## config.mk

```make
export PLATFORM = sky130hd
export DESIGN_NAME = vps_sequencer
export DESIGN_NICKNAME = d
export VERILOG_FILES = /design/src/rtl/vps_pkg.sv /design/src/rtl/vps_prefix_decode.sv /design/src/rtl/vps_elem_map.sv /design/src/rtl/vps_loop_ctrl.sv /design/src/rtl/vps_sequencer.sv
export SDC_FILE = /design/constraint.sdc
export NUM_CORES = 1
export LEC_CHECK = 0
export BUFFER_PORTS_ARGS = -buffer_cell sky130_fd_sc_hd__buf_2
export CAP_MARGIN = 20
export CORE_AREA = 10 10 155 157
export DETAILED_ROUTE_END_ITERATION = 8
export DIE_AREA = 0 0 165 167
export SLEW_MARGIN = 15
export SYNTH_ARGS = -nofsm -noshare
export SYNTH_HDL_FRONTEND = slang
export SYNTH_SLANG_ARGS = --single-unit
```

## constraint.sdc

```tcl
create_clock -name clk -period 10.2 [get_ports clk]
set_input_delay 2.04 -clock clk [delete_from_list [all_inputs] [get_ports clk]]
set_output_delay 2.04 -clock clk [all_outputs]
set_load 0.01 [all_outputs]
```

## src/rtl/vps_pkg.sv

```systemverilog
package vps_pkg;

    localparam int WORD_W  = 32;
    localparam int STEP_W  = 7;
    localparam int REG_AW  = 5;
    localparam int REMAP_W = 24;
    localparam int MAJOR_W = 6;
    localparam logic [MAJOR_W-1:0] PREFIX_MAJOR = 6'd1;

    // Loop state, first member sits in the most significant bits
    typedef struct packed {
        logic [STEP_W-1:0] max_len;
        logic [STEP_W-1:0] vec_len;
        logic [STEP_W-1:0] src_step;
        logic [STEP_W-1:0] dst_step;
        logic [1:0]        sub_len;
        logic [1:0]        sub_step;
    } loop_state_t;

    typedef struct packed {
        logic               prefixed;
        logic [REMAP_W-1:0] remap;
        logic [WORD_W-1:0]  op_word;
    } decoded_t;

    function automatic logic is_vec_prefix(input logic [WORD_W-1:0] w);
        return (w[31:26] == PREFIX_MAJOR) && w[24] && w[22];
    endfunction

    function automatic logic [REMAP_W-1:0] gather_remap(input logic [WORD_W-1:0] w);
        return {w[25], w[23], w[21:0]};
    endfunction

    function automatic logic [REG_AW-1:0] elem_reg(input logic [REG_AW-1:0] base,
                                                   input logic [STEP_W-1:0] step);
        logic [STEP_W-1:0] sum;
        sum = {{(STEP_W-REG_AW){1'b0}}, base} + step;
        return sum[REG_AW-1:0];
    endfunction

endpackage

```

## src/rtl/vps_prefix_decode.sv

```systemverilog
module vps_prefix_decode
    import vps_pkg::*;
(
    input  logic              clk,
    input  logic              rst,
    input  logic [WORD_W-1:0] word_i,
    input  logic [WORD_W-1:0] sfx_word_i,
    output decoded_t          dec_o
);

    always_comb begin
        dec_o.prefixed = is_vec_prefix(word_i);
        if (dec_o.prefixed) begin
            dec_o.remap   = gather_remap(word_i);
            dec_o.op_word = sfx_word_i;
        end else begin
            dec_o.remap   = '0;
            dec_o.op_word = word_i;
        end
    end

    // an ordinary word never carries a remap field downstream
    a_r2_remap_zero: assert property (@(posedge clk) disable iff (rst)
        !dec_o.prefixed |-> (dec_o.remap == '0));

    // ordinary word passes through unchanged
    a_r3_scalar_pass: assert property (@(posedge clk) disable iff (rst)
        !dec_o.prefixed |-> (dec_o.op_word == word_i));

endmodule

```

## src/rtl/vps_elem_map.sv

```systemverilog
module vps_elem_map
    import vps_pkg::*;
#(
    parameter int NUM_OPS = 3
) (
    input  logic [NUM_OPS*REG_AW-1:0] base_i,
    input  logic [NUM_OPS-1:0]        vec_i,
    input  logic                      prefixed_i,
    input  logic [STEP_W-1:0]         step_i,
    output logic [NUM_OPS*REG_AW-1:0] reg_o
);

    for (genvar k = 0; k < NUM_OPS; k++) begin : g_op
        logic [REG_AW-1:0] base_k;
        assign base_k = base_i[k*REG_AW +: REG_AW];
        assign reg_o[k*REG_AW +: REG_AW] = (prefixed_i && vec_i[k])
                                         ? elem_reg(base_k, step_i)
                                         : base_k;
    end

endmodule

```

## src/rtl/vps_loop_ctrl.sv

```systemverilog
module vps_loop_ctrl
    import vps_pkg::*;
#(
    parameter int              PC_W     = 32,
    parameter logic [PC_W-1:0] RESET_PC = '0
) (
    input  logic              clk,
    input  logic              rst,
    input  logic              wr_en_i,
    input  logic [WORD_W-1:0] wr_data_i,
    input  logic              prefixed_i,
    input  logic              dst_vec_i,
    output logic [PC_W-1:0]   pc_o,
    output loop_state_t       state_o
);

    localparam logic [PC_W-1:0] STEP_SHORT = PC_W'(4);
    localparam logic [PC_W-1:0] STEP_LONG  = PC_W'(8);

    logic [PC_W-1:0] pc_q;
    loop_state_t     st_q;
    logic            last_elem;
    logic            stay;
    logic [PC_W-1:0] pc_inc;

    assign last_elem = (st_q.src_step == st_q.vec_len - STEP_W'(1));
    assign stay      = prefixed_i && dst_vec_i && !last_elem;
    assign pc_inc    = prefixed_i ? STEP_LONG : STEP_SHORT;

    always_ff @(posedge clk) begin
        if (rst) begin
            pc_q <= RESET_PC;
            st_q <= '0;
        end else if (wr_en_i) begin
            st_q <= loop_state_t'(wr_data_i);
        end else if (stay) begin
            st_q.src_step <= st_q.src_step + STEP_W'(1);
        end else begin
            st_q.src_step <= '0;
            pc_q          <= pc_q + pc_inc;
        end
    end

    assign pc_o    = pc_q;
    assign state_o = st_q;

    // elements remain, so the PC holds and the step moves on
    a_r6_hold_pc: assert property (@(posedge clk) disable iff (rst)
        (!wr_en_i && prefixed_i && dst_vec_i && !last_elem)
        |=> (pc_q == $past(pc_q)) && (st_q.src_step == $past(st_q.src_step) + STEP_W'(1)));

    // loop end, step cleared and PC advanced by instruction length
    a_r7_end_advance: assert property (@(posedge clk) disable iff (rst)
        (!wr_en_i && !stay)
        |=> (st_q.src_step == '0) && (pc_q == $past(pc_q) + $past(pc_inc)));

    // loop activity never disturbs fields other than the source step
    a_r4_other_fields: assert property (@(posedge clk) disable iff (rst)
        !wr_en_i |=> (st_q.vec_len == $past(st_q.vec_len)) && (st_q.max_len == $past(st_q.max_len))
                   && (st_q.dst_step == $past(st_q.dst_step)) && $stable(st_q.sub_len)
                   && $stable(st_q.sub_step));

    // a write loads the state and freezes the PC
    a_r8_write_loads: assert property (@(posedge clk) disable iff (rst)
        wr_en_i |=> (st_q == loop_state_t'($past(wr_data_i))) && (pc_q == $past(pc_q)));

endmodule

```

## src/rtl/vps_sequencer.sv

```systemverilog
module vps_sequencer
    import vps_pkg::*;
#(
    parameter int              PC_W     = 32,
    parameter int              NUM_SRC  = 3,
    parameter logic [PC_W-1:0] RESET_PC = '0
) (
    input  logic                      clk,
    input  logic                      rst,
    input  logic                      sv_wr_en_i,
    input  logic [31:0]               sv_wr_data_i,
    output logic [PC_W-1:0]           fetch_pc_o,
    output logic [PC_W-1:0]           fetch_sfx_addr_o,
    input  logic [31:0]               word_i,
    input  logic [31:0]               sfx_word_i,
    input  logic [NUM_SRC*5-1:0]      src_base_i,
    input  logic [NUM_SRC-1:0]        src_vec_i,
    input  logic [4:0]                dst_base_i,
    input  logic                      dst_vec_i,
    output logic                      prefixed_o,
    output logic [23:0]               remap_o,
    output logic [31:0]               op_word_o,
    output logic [NUM_SRC*5-1:0]      src_reg_o,
    output logic [4:0]                dst_reg_o,
    output logic [31:0]               sv_state_o
);

    decoded_t        dec;
    loop_state_t     state;
    logic [PC_W-1:0] pc;

    vps_prefix_decode u_decode (
        .clk       (clk),
        .rst       (rst),
        .word_i    (word_i),
        .sfx_word_i(sfx_word_i),
        .dec_o     (dec)
    );

    vps_loop_ctrl #(
        .PC_W    (PC_W),
        .RESET_PC(RESET_PC)
    ) u_loop (
        .clk       (clk),
        .rst       (rst),
        .wr_en_i   (sv_wr_en_i),
        .wr_data_i (sv_wr_data_i),
        .prefixed_i(dec.prefixed),
        .dst_vec_i (dst_vec_i),
        .pc_o      (pc),
        .state_o   (state)
    );

    vps_elem_map #(.NUM_OPS(NUM_SRC)) u_src_map (
        .base_i    (src_base_i),
        .vec_i     (src_vec_i),
        .prefixed_i(dec.prefixed),
        .step_i    (state.src_step),
        .reg_o     (src_reg_o)
    );

    vps_elem_map #(.NUM_OPS(1)) u_dst_map (
        .base_i    (dst_base_i),
        .vec_i     (dst_vec_i),
        .prefixed_i(dec.prefixed),
        .step_i    (state.src_step),
        .reg_o     (dst_reg_o)
    );

    assign fetch_pc_o       = pc;
    assign fetch_sfx_addr_o = pc + PC_W'(4);
    assign prefixed_o       = dec.prefixed;
    assign remap_o          = dec.remap;
    assign op_word_o        = dec.op_word;
    assign sv_state_o       = state;

    // a scalar destination keeps its decoded number
    a_r5_scalar_dst: assert property (@(posedge clk) disable iff (rst)
        !dst_vec_i |-> (dst_reg_o == dst_base_i));

endmodule

```

# After elaboration in Yosys (flattened, before gate mapping)
# Cells that the tools add are included.
# word_totals
ff_bits,64
in_bits,123
output_inout_bits,173
wordCells,36
# classes
n_addsub,8
n_eq_ne,2
mux,8
n_bitwise,2
n_reduce_logical,9
# ops
op,count
56-bit 2-to-1 mux,1
32-bit by 3-bit adder with 32-bit output (second input constant),1
32-bit adder,1
5-bit adder,4
5-bit 2-to-1 mux,4
7-bit 2-to-1 mux,2
7-bit by 1-bit adder with 7-bit output (second input constant),1
7-bit == test,1
1-bit logical AND,7
7-bit by 1-bit subtractor with 7-bit output (second input constant),1
6-bit by 1-bit == test with 1-bit output (second input constant),1
4-bit 2-to-1 mux,1
1-bit inverter,2
2-bit AND reduction,1
1-bit logical NOT,1

# Longest topological paths before layout
# Gate-level depths: netlist (run 1).
# depth
ltp_word,7
depth_mapped,14

# Cells and area by module
# Synthesis (run 1) repeated with hierarchy kept, for this count alone.
# unflattened
hier_cells,637
hier_area_um2,5295.1
# by_module_without_submodules
module,instances,cells_per_inst,area_each_um2,seq_area_each_um2
vps_loop_ctrl,1,350,3083.0,1241.2
vps_elem_map (u_src_map),1,103,790.8,0.0
vps_sequencer,1,83,580.6,0.0
vps_prefix_decode,1,66,574.3,0.0
vps_elem_map (u_dst_map),1,35,266.5,0.0

# Worst setup path after synthesis (run 1)
# OpenSTA, ideal clock, no wires.
# synth_path
path_kind,input to output
from,input port word_i[28]
to,output port op_word_o[16]
arrival_time_ns,3.543
required_time_ns,8.160
setup_slack_ns,4.617
path_stages,7
n_path_buf,3
cell_sequence,nor4b_1 -> and4_1 -> buf_2 -> clkbuf_1 -> clkbuf_1 -> nand2_1 -> nand2_1
# synth_between
elab_chain_cells,4
# synth_rtl
element,line,source
from (decl),vps_sequencer.sv:14,"input logic [31:0] word_i,"
6-bit by 1-bit == test with 1-bit output,vps_pkg.sv:27,return (w[31:26] == PREFIX_MAJOR) && w[24] && w[22];
1-bit logical AND (2 in series),vps_pkg.sv:27,
named net prefixed_o,vps_sequencer.sv:20,"output logic prefixed_o,"
56-bit 2-to-1 mux,vps_prefix_decode.sv:13,if (dec_o.prefixed) begin
to (decl),vps_sequencer.sv:22,"output logic [31:0] op_word_o,"
# The timed path passes the listed nets, and every way through them passes these cells.

# Worst setup path after layout (run 1)
# layout_path
from,input port word_i[28]
to,output port op_word_o[24]
# layout_between
elab_chain_cells,4
# layout_rtl
element,line
6-bit by 1-bit == test with 1-bit output,vps_pkg.sv:27
1-bit logical AND (2 in series),vps_pkg.sv:27
56-bit 2-to-1 mux,vps_prefix_decode.sv:13
# No other way between the ends.

==> reports/summary.txt, run 1 <==
=================================================================================
Endpoint of the worst-slack reg-to-reg timing path                   u_loop.pc_o[19]$_SDFFE_PP0P_
Startpoint of the worst register-to-register path                    u_loop.state_o[18]$_SDFFE_PP0P_
Post-synthesis area per instance                                        7.61 um^2
Slew Limit Fails                                                                0
Most common library cell in the layout ignoring fill and taps               buf_2
Number of warning messages in the yosys log                                     0
Remaining DRCs                                                                  0
Adder-cell area share of the yosys netlist                                  7.09%
Post-Route Skew                                                        0.00811 ns
Max frequency                                                             143 MHz
CTS clk-pin slew, worst paths                                             0.05 ns
Number of clock buffers inserted by TritonCTS                                   9
First-pass GRT wire length                                              31,700 um
Initial drt markers                                                           279
Number of vias per cell after detailed routing                               4.56
Starting density of the core                                                24.6%
Area share of xor/xnor cells in the synthesized design                      9.75%
Register-to-register setup slack                                          7.12 ns
Kind of start point of the critical path                                input pin
Minimum period implied by the final worst setup slack                     7.01 ns
Most used flip-flop cell after synthesis                                  dfxtp_1
Crit share post-route                                                       68.8%
Hold endpoint                                                        u_loop.state_o[2]$_SDFFE_PP0P_
Clock latency on the worst-skew pair                                      0.33 ns
Count of clock tree sinks                                                      62
Run status                                                           finished clean
Sort of element at the end of the critical path                       output port
Leak pwr                                                               0.00378 uW
Number of antenna violations at the first check in global routing               3
First-pass iteration count of the detailed router                               4
Synth Area in Compound Gates                                                12.5%
Post-Synthesis Cell Area                                             0.00512 mm^2
Full die area                                                         0.0276 mm^2
Min-delay src                                                        u_loop.state_o[2]$_SDFFE_PP0P_
Count of maximum capacitance violations                                         0
Number of cells traversed by the worst register-to-register path                8
Chip Width                                                                 165 um
Final-stage net count                                                       1,088
Combinational family with the most area after synthesis              simple AND/OR/NAND/NOR gates
Final instance area                                                  0.00707 mm^2
Placement row count                                                            53
Post-synthesis to final-layout area growth                                  38.0%
Total Negative Setup Slacks                                                  0 ns
Post-synth EDFFs                                                                0
Number of hold buffers added after CTS                                          0
Unique masters post-synth                                                      53
Number of global-route vias before repair                                   5,555
CTS Root Cell                                                           clkbuf_16
Share of post-route cells with drive strength above 1                       34.7%
Part of the Yosys area used for sequential elements                         24.2%
Setup repair after global routing missed its margin                            no
Share of cell area taken by muxes after synthesis                           11.7%
Final estimated routing congestion in global placement                      0.877
Highest-count cells in the layout ignoring fill and taps             291 x buf_2, 126 x nand2_1, 76 x nor2_1, 62 x dfxtp_1, 31 x xor2_1
Die boundary height                                                        167 um
Arrival time at the worst endpoint                                        4.97 ns
Crit path required time                                                   8.16 ns
H-tree depth reported by CTS                                                    3
Routed WL                                                               20,900 um
Type of the most critical hold path                                    reg -> reg
Aggregate global routing overflow                                               0
I/O pin total                                                                 296
Power Density                                                        97.9 mW/mm^2
Area fraction in and, or, nand and nor cells after synthesis                29.4%
Antenna violation net count after detailed routing                              0
DPL Wire Length                                                         17,300 um
CTS-repair resized insts                                                        0
Synthesized netlist cell count                                                673
Peak supply drop                                                          55.0 uV
Largest net degree at the start of global routing                              91
Wirelength per Cell                                                       17.2 um
Relative slew slack                                                         36.9%
Core Box Area                                                         0.0208 mm^2
Start-to-end type of the worst setup path                               in -> out
GR Util All Layers                                                          14.4%
Detailed-route via count                                                    5,565
Buffers added on ports                                                        291
Clock Tree Buf Depth                                                            2
Count of cells along the worst hold path                                        2
Placement Cell Area                                                  0.00677 mm^2
Setup Buffers After CTS                                                         0
CP Max Fanout                                                                  62
CTS tree                                                                      yes
Number of endpoints with negative hold slack in the final report                0
Total of flip-flops plus latches after synthesis                               62
Slew of the pin with the lowest slew margin                              0.946 ns
Number of failing setup endpoints in the final timing report                    0
Fraction of synthesis flops using an asynchronous set or reset pin             0%
=================================================================================
[cell usage after synthesis (2+ instances only)]
library cell	instances	area share (%)
nand3_1	20	2.0
o21ba_2	2	0.39
clkbuf_1	31	2.3
nor2b_1	29	3.5
fa_1	5	2.0
o311ai_4	2	1.0
nand4_1	7	0.86
buf_4	6	0.88
nor3b_1	2	0.29
mux2i_1	25	4.9
and4_1	6	1.0
xor2_1	31	5.3
o21ai_0	13	1.3
nor2_1	76	5.6
mux2_2	5	1.1
inv_1	21	1.5
nand2_1	126	9.2
a21o_1	14	2.1
o21a_1	2	0.29
nor3_1	11	1.1
dfxtp_1	62	24
a21oi_1	29	2.8
a2111oi_2	2	0.59
and3_1	7	0.86
xnor2_1	26	4.4
ha_1	21	5.1
a21boi_1	2	0.29
buf_2	5	0.49
a32oi_1	4	0.68
a211oi_1	7	1.0
mux2_1	26	5.7
and2_1	27	3.3
[registers in the layout, summed over array words and instances (netlist names)]
signal / flops
u_loop.state_o: 32
u_loop.pc_o: 30
[cell type report]
class / instances / area (um^2)
clock buffer: 13 / 270
sequential: 62 / 1240
inverter: 22 / 82.6
tap: 275 / 344
timing repair buffer: 295 / 1490
multi-input combinational: 549 / 3620
clock inverter: 3 / 17.5
antenna: 2 / 5.00
fill: 2262 / 13800
[metal layers]
layer | vias to the layer above | track usage (%) | share of wire (%)
met3 | 18 | 4.71 | 10
met2 | 230 | 24.3 | 47
met4 | 2 | 3.58 | 1.3
met1 | 2536 | 17.0 | 41
li1 | 2779 | - | -
met5 | - | 0 | 0.057
[per-stage QoR]
stage	utilization, %	hold slack (ns)	power, uW	std cells	setup WS, ns
floorplan	-	0.531	338	676	4.62
CTS	33.9	0.495	704	1219	3.19
global placement	32.5	0.469	399	1203	3.27
finish	33.9	0.491	692	1221	3.19
global route	33.9	0.530	730	1220	2.96
detailed placement	32.5	0.481	401	1203	3.19
[worst max-delay path by stage]
stage | from | endpoint | cells past startpoint
6_report | word_i[28] | op_word_o[24] | 6
5_1_grt | word_i[28] | op_word_o[24] | 6
4_1_cts | word_i[28] | op_word_o[24] | 6
3_5_place_dp | word_i[28] | op_word_o[24] | 6
3_3_place_gp | word_i[28] | op_word_o[24] | 6
2_1_floorplan | word_i[28] | op_word_o[16] | 7
[power breakdown]
part / switching [uW] / internal, uW
registers: 11.0 / 250
logic: 71.9 / 60.8
clock network: 114 / 184
[worst max-delay path: stages]
cell	delay, ns
buf_2	0.10
nor4b_1	0.36
and4_2	0.93
clkinv_1	0.95
o21a_1	0.43
buf_2	0.14
[cells by family (layout without fill, tap and decap cells)]
family,Yosys count,count (layout)
compound gates,85,85
xor+xnor,57,57
fa+ha+maj,26,26
buf+inv,65,333
flops,62,62
mux,56,56
other cells,1,6
simple gates,321,321
Note: power is estimated with default switching activity, not from simulation.
==> run 2: changes to the inputs <==
==> constraint.sdc (replaced) <==
create_clock -name clk -period 7.2 [get_ports clk]
set_input_delay 1.44 -clock clk [delete_from_list [all_inputs] [get_ports clk]]
set_output_delay 1.44 -clock clk [all_outputs]
set_load 0.01 [all_outputs]
==> run 2 against run 1 <==
Against the previous run:
- first-iteration DRC count increased by 1.1%
- routed wire length increased by 0.82%
- combinational power increased by 42%
- final cell count unchanged
- core utilization increased by 0.29 points
- sequential share of layout area decreased by 0.15 points
- critical path type unchanged
- largest power group unchanged
- critical path depth increased by 2
- clock skew increased by 0.0015 ns
- clock power increased by 68%
- sequential cell count unchanged
- hold slack got worse by 0.00086 ns
==> reports/summary.txt, run 2 (synthesized netlist as in run 1, its figures left out) <==
==================================================================================
Arrival time at the worst endpoint                                         3.57 ns   was 4.97 ns
Largest net degree at the start of global routing                               91   unchanged
Buffers added on ports                                                         291   unchanged
Post-synthesis to final-layout area growth                                   39.2%   was 38.0%
Sort of element at the end of the critical path                        output port   unchanged
Cell Count Post-Placement                                                    1,205   was 1,203
Total Negative Setup Slacks                                                   0 ns   unchanged
Routed WL                                                                21,100 um   was 20,900 um
Number of hold buffers added after CTS                                           0   unchanged
Peak supply drop                                                            107 uV   was 55.0 uV
Minimum period implied by the final worst setup slack                      5.01 ns
Crit share post-route                                                        69.6%
Non-Filler Instances                                                         1,221   unchanged
Number of vias per cell after detailed routing                                4.57   was 4.56
Placement row count                                                             53   unchanged
Starting density of the core                                                 24.6%   unchanged
Die boundary height                                                         167 um   unchanged
Run status                                                            finished clean   unchanged
Setup repair after global routing missed its margin                             no   unchanged
Number of global-route vias before repair                                    5,357   was 5,555
CTS-repair resized insts                                                         0   unchanged
Count of maximum capacitance violations                                          0   unchanged
CTS tree                                                                       yes   unchanged
Number of clock buffers inserted by TritonCTS                                    9   unchanged
CTS clk-pin slew, worst paths                                              0.05 ns   about the same
H-tree depth reported by CTS                                                     3   unchanged
Flip-flop count of the largest register, all copies and words added             32   unchanged
Worst stage delay on the critical path                                     0.45 ns   was 0.95 ns
Power Density                                                          149 mW/mm^2   was 97.9 mW/mm^2
Chip Width                                                                  165 um   unchanged
Wirelength per Cell                                                        17.3 um   was 17.2 um
Slew Limit Fails                                                                 0   unchanged
Share of post-route cells with drive strength above 1                        34.9%   was 34.7%
Kind of start point of the critical path                                 input pin   unchanged
Slew of the pin with the lowest slew margin                               0.899 ns   was 0.946 ns
Max frequency                                                              199 MHz
First-pass GRT wire length                                               31,200 um   was 31,700 um
DPL Wire Length                                                          17,400 um   was 17,300 um
Post-Route Skew                                                         0.00964 ns   was 0.00811 ns
Final-stage net count                                                        1,090   was 1,088
# diodes                                                                         0   was 2
Most common library cell in the layout ignoring fill and taps                buf_2   unchanged
Clock Tree Buf Depth                                                             2   unchanged
Register-to-register setup slack                                           4.12 ns   was 7.12 ns
Start-to-end type of the worst setup path                                in -> out   unchanged
End-of-flow core utilization                                                 34.2%   was 33.9%
Highest-count cells in the layout ignoring fill and taps              291 x buf_2, 126 x nand2_1, 76 x nor2_1, 62 x dfxtp_1, 31 x xor2_1   unchanged
I/O pin total                                                                  296   unchanged
Setup Buffers After CTS                                                          0   unchanged
Aggregate global routing overflow                                                0   unchanged
Detailed-route via count                                                     5,576   was 5,565
Final estimated routing congestion in global placement                       0.847   was 0.877
Crit path required time                                                    5.76 ns   was 8.16 ns
CTS Root Cell                                                            clkbuf_16   unchanged
CP Max Fanout                                                                   61   was 62
Core Box Area                                                          0.0208 mm^2   unchanged
Clock latency on the worst-skew pair                                       0.33 ns   about the same
Critical-path cell list                                               buf_2 -> nor4b_1 -> and4_2 -> buf_4 -> and2_1 -> nand2_1 -> xnor2_1 -> buf_2   was buf_2 -> nor4b_1 -> and4_2 -> clkinv_1 -> o21a_1 -> buf_2
Count of clock tree sinks                                                       62   unchanged
First-pass iteration count of the detailed router                                4   unchanged
Initial drt markers                                                            282   was 279
Most frequent cell on the critical path                                      buf_2   unchanged
Type of the most critical hold path                                     reg -> reg   unchanged
Full die area                                                          0.0276 mm^2   unchanged
Slowest stage cell on the critical path                                      buf_4   was clkinv_1
Number of endpoints with negative hold slack in the final report                 0   unchanged
Total power of the final layout                                            1060 uW   was 692 uW
Leak pwr                                                                0.00380 uW   was 0.00378 uW
Number of antenna violations at the first check in global routing                2   was 3
Remaining DRCs                                                                   0   unchanged
GR Util All Layers                                                           14.2%   was 14.4%
Antenna violation net count after detailed routing                               0   unchanged
Relative slew slack                                                          40.1%   was 36.9%
Number of failing setup endpoints in the final timing report                     0   unchanged
==================================================================================
## run 2: changes by cell type in the layout (fill, tap and decap cells not counted), sizes merged
cell,before,now
diode,2,0
clkbuf,13,10
bufinv,0,3
clkinvlp,1,2
clkinv,3,2
buf,295,297
## run 2: per-stage QoR
step / hold slack (ns) / cell area, um^2 / worst slack [ns]
floorplan: 0.531 / 5130 / 2.66
global placement: 0.469 / 6790 / 2.18
detailed placement: 0.476 / 6790 / 2.18
CTS: 0.496 / 7130 / 2.17
global route: 0.514 / 7130 / 2.03
finish: 0.490 / 7130 / 2.19
## run 2: metal layers
metal,GRT usage (%),share of wire [%],vias up,routed length (um)
li1,-,-,2787,-
met1,17.0,42,2554,8770
met2,24.5,48,223,10200
met3,4.17,9.4,10,1990
met4,2.77,0.52,2,110
met5,0,0.062,-,13
## run 2: area by class of cell
| class | instances | area (um^2) |
|---|---|---|
| clock buffer | 10 | 229 |
| clock inverter | 6 | 110 |
| fill | 2254 | 13700 |
| inverter | 22 | 82.6 |
| multi-input combinational | 549 | 3620 |
| sequential | 62 | 1240 |
| tap | 275 | 344 |
| timing repair buffer | 297 | 1500 |
## run 2: power by group
group	switching (uW)	internal, uW
Clock	164	338
Combinational	102	86.2
Sequential	15.8	354
Total	282	778
## run 2: worst paths after layout
| path | from | cells past startpoint | to |
|---|---|---|---|
| min reg2reg | u_loop.state_o[1]$_SDFFE_PP0P_ | 2 | u_loop.state_o[1]$_SDFFE_PP0P_ |
| max reg2reg | u_loop.state_o[18]$_SDFFE_PP0P_ | 8 | u_loop.pc_o[19]$_SDFFE_PP0P_ |
| max | word_i[28] | 8 | dst_reg_o[4] |
| min | u_loop.state_o[1]$_SDFFE_PP0P_ | 2 | u_loop.state_o[1]$_SDFFE_PP0P_ |
## run 2: worst max-delay path, delay by kind of cell
kind,cells,cell delay (ns)
xor gates and xnor gates,1,0.15
buffers and inverters,3,0.70
and+or+nand+nor,4,1.27
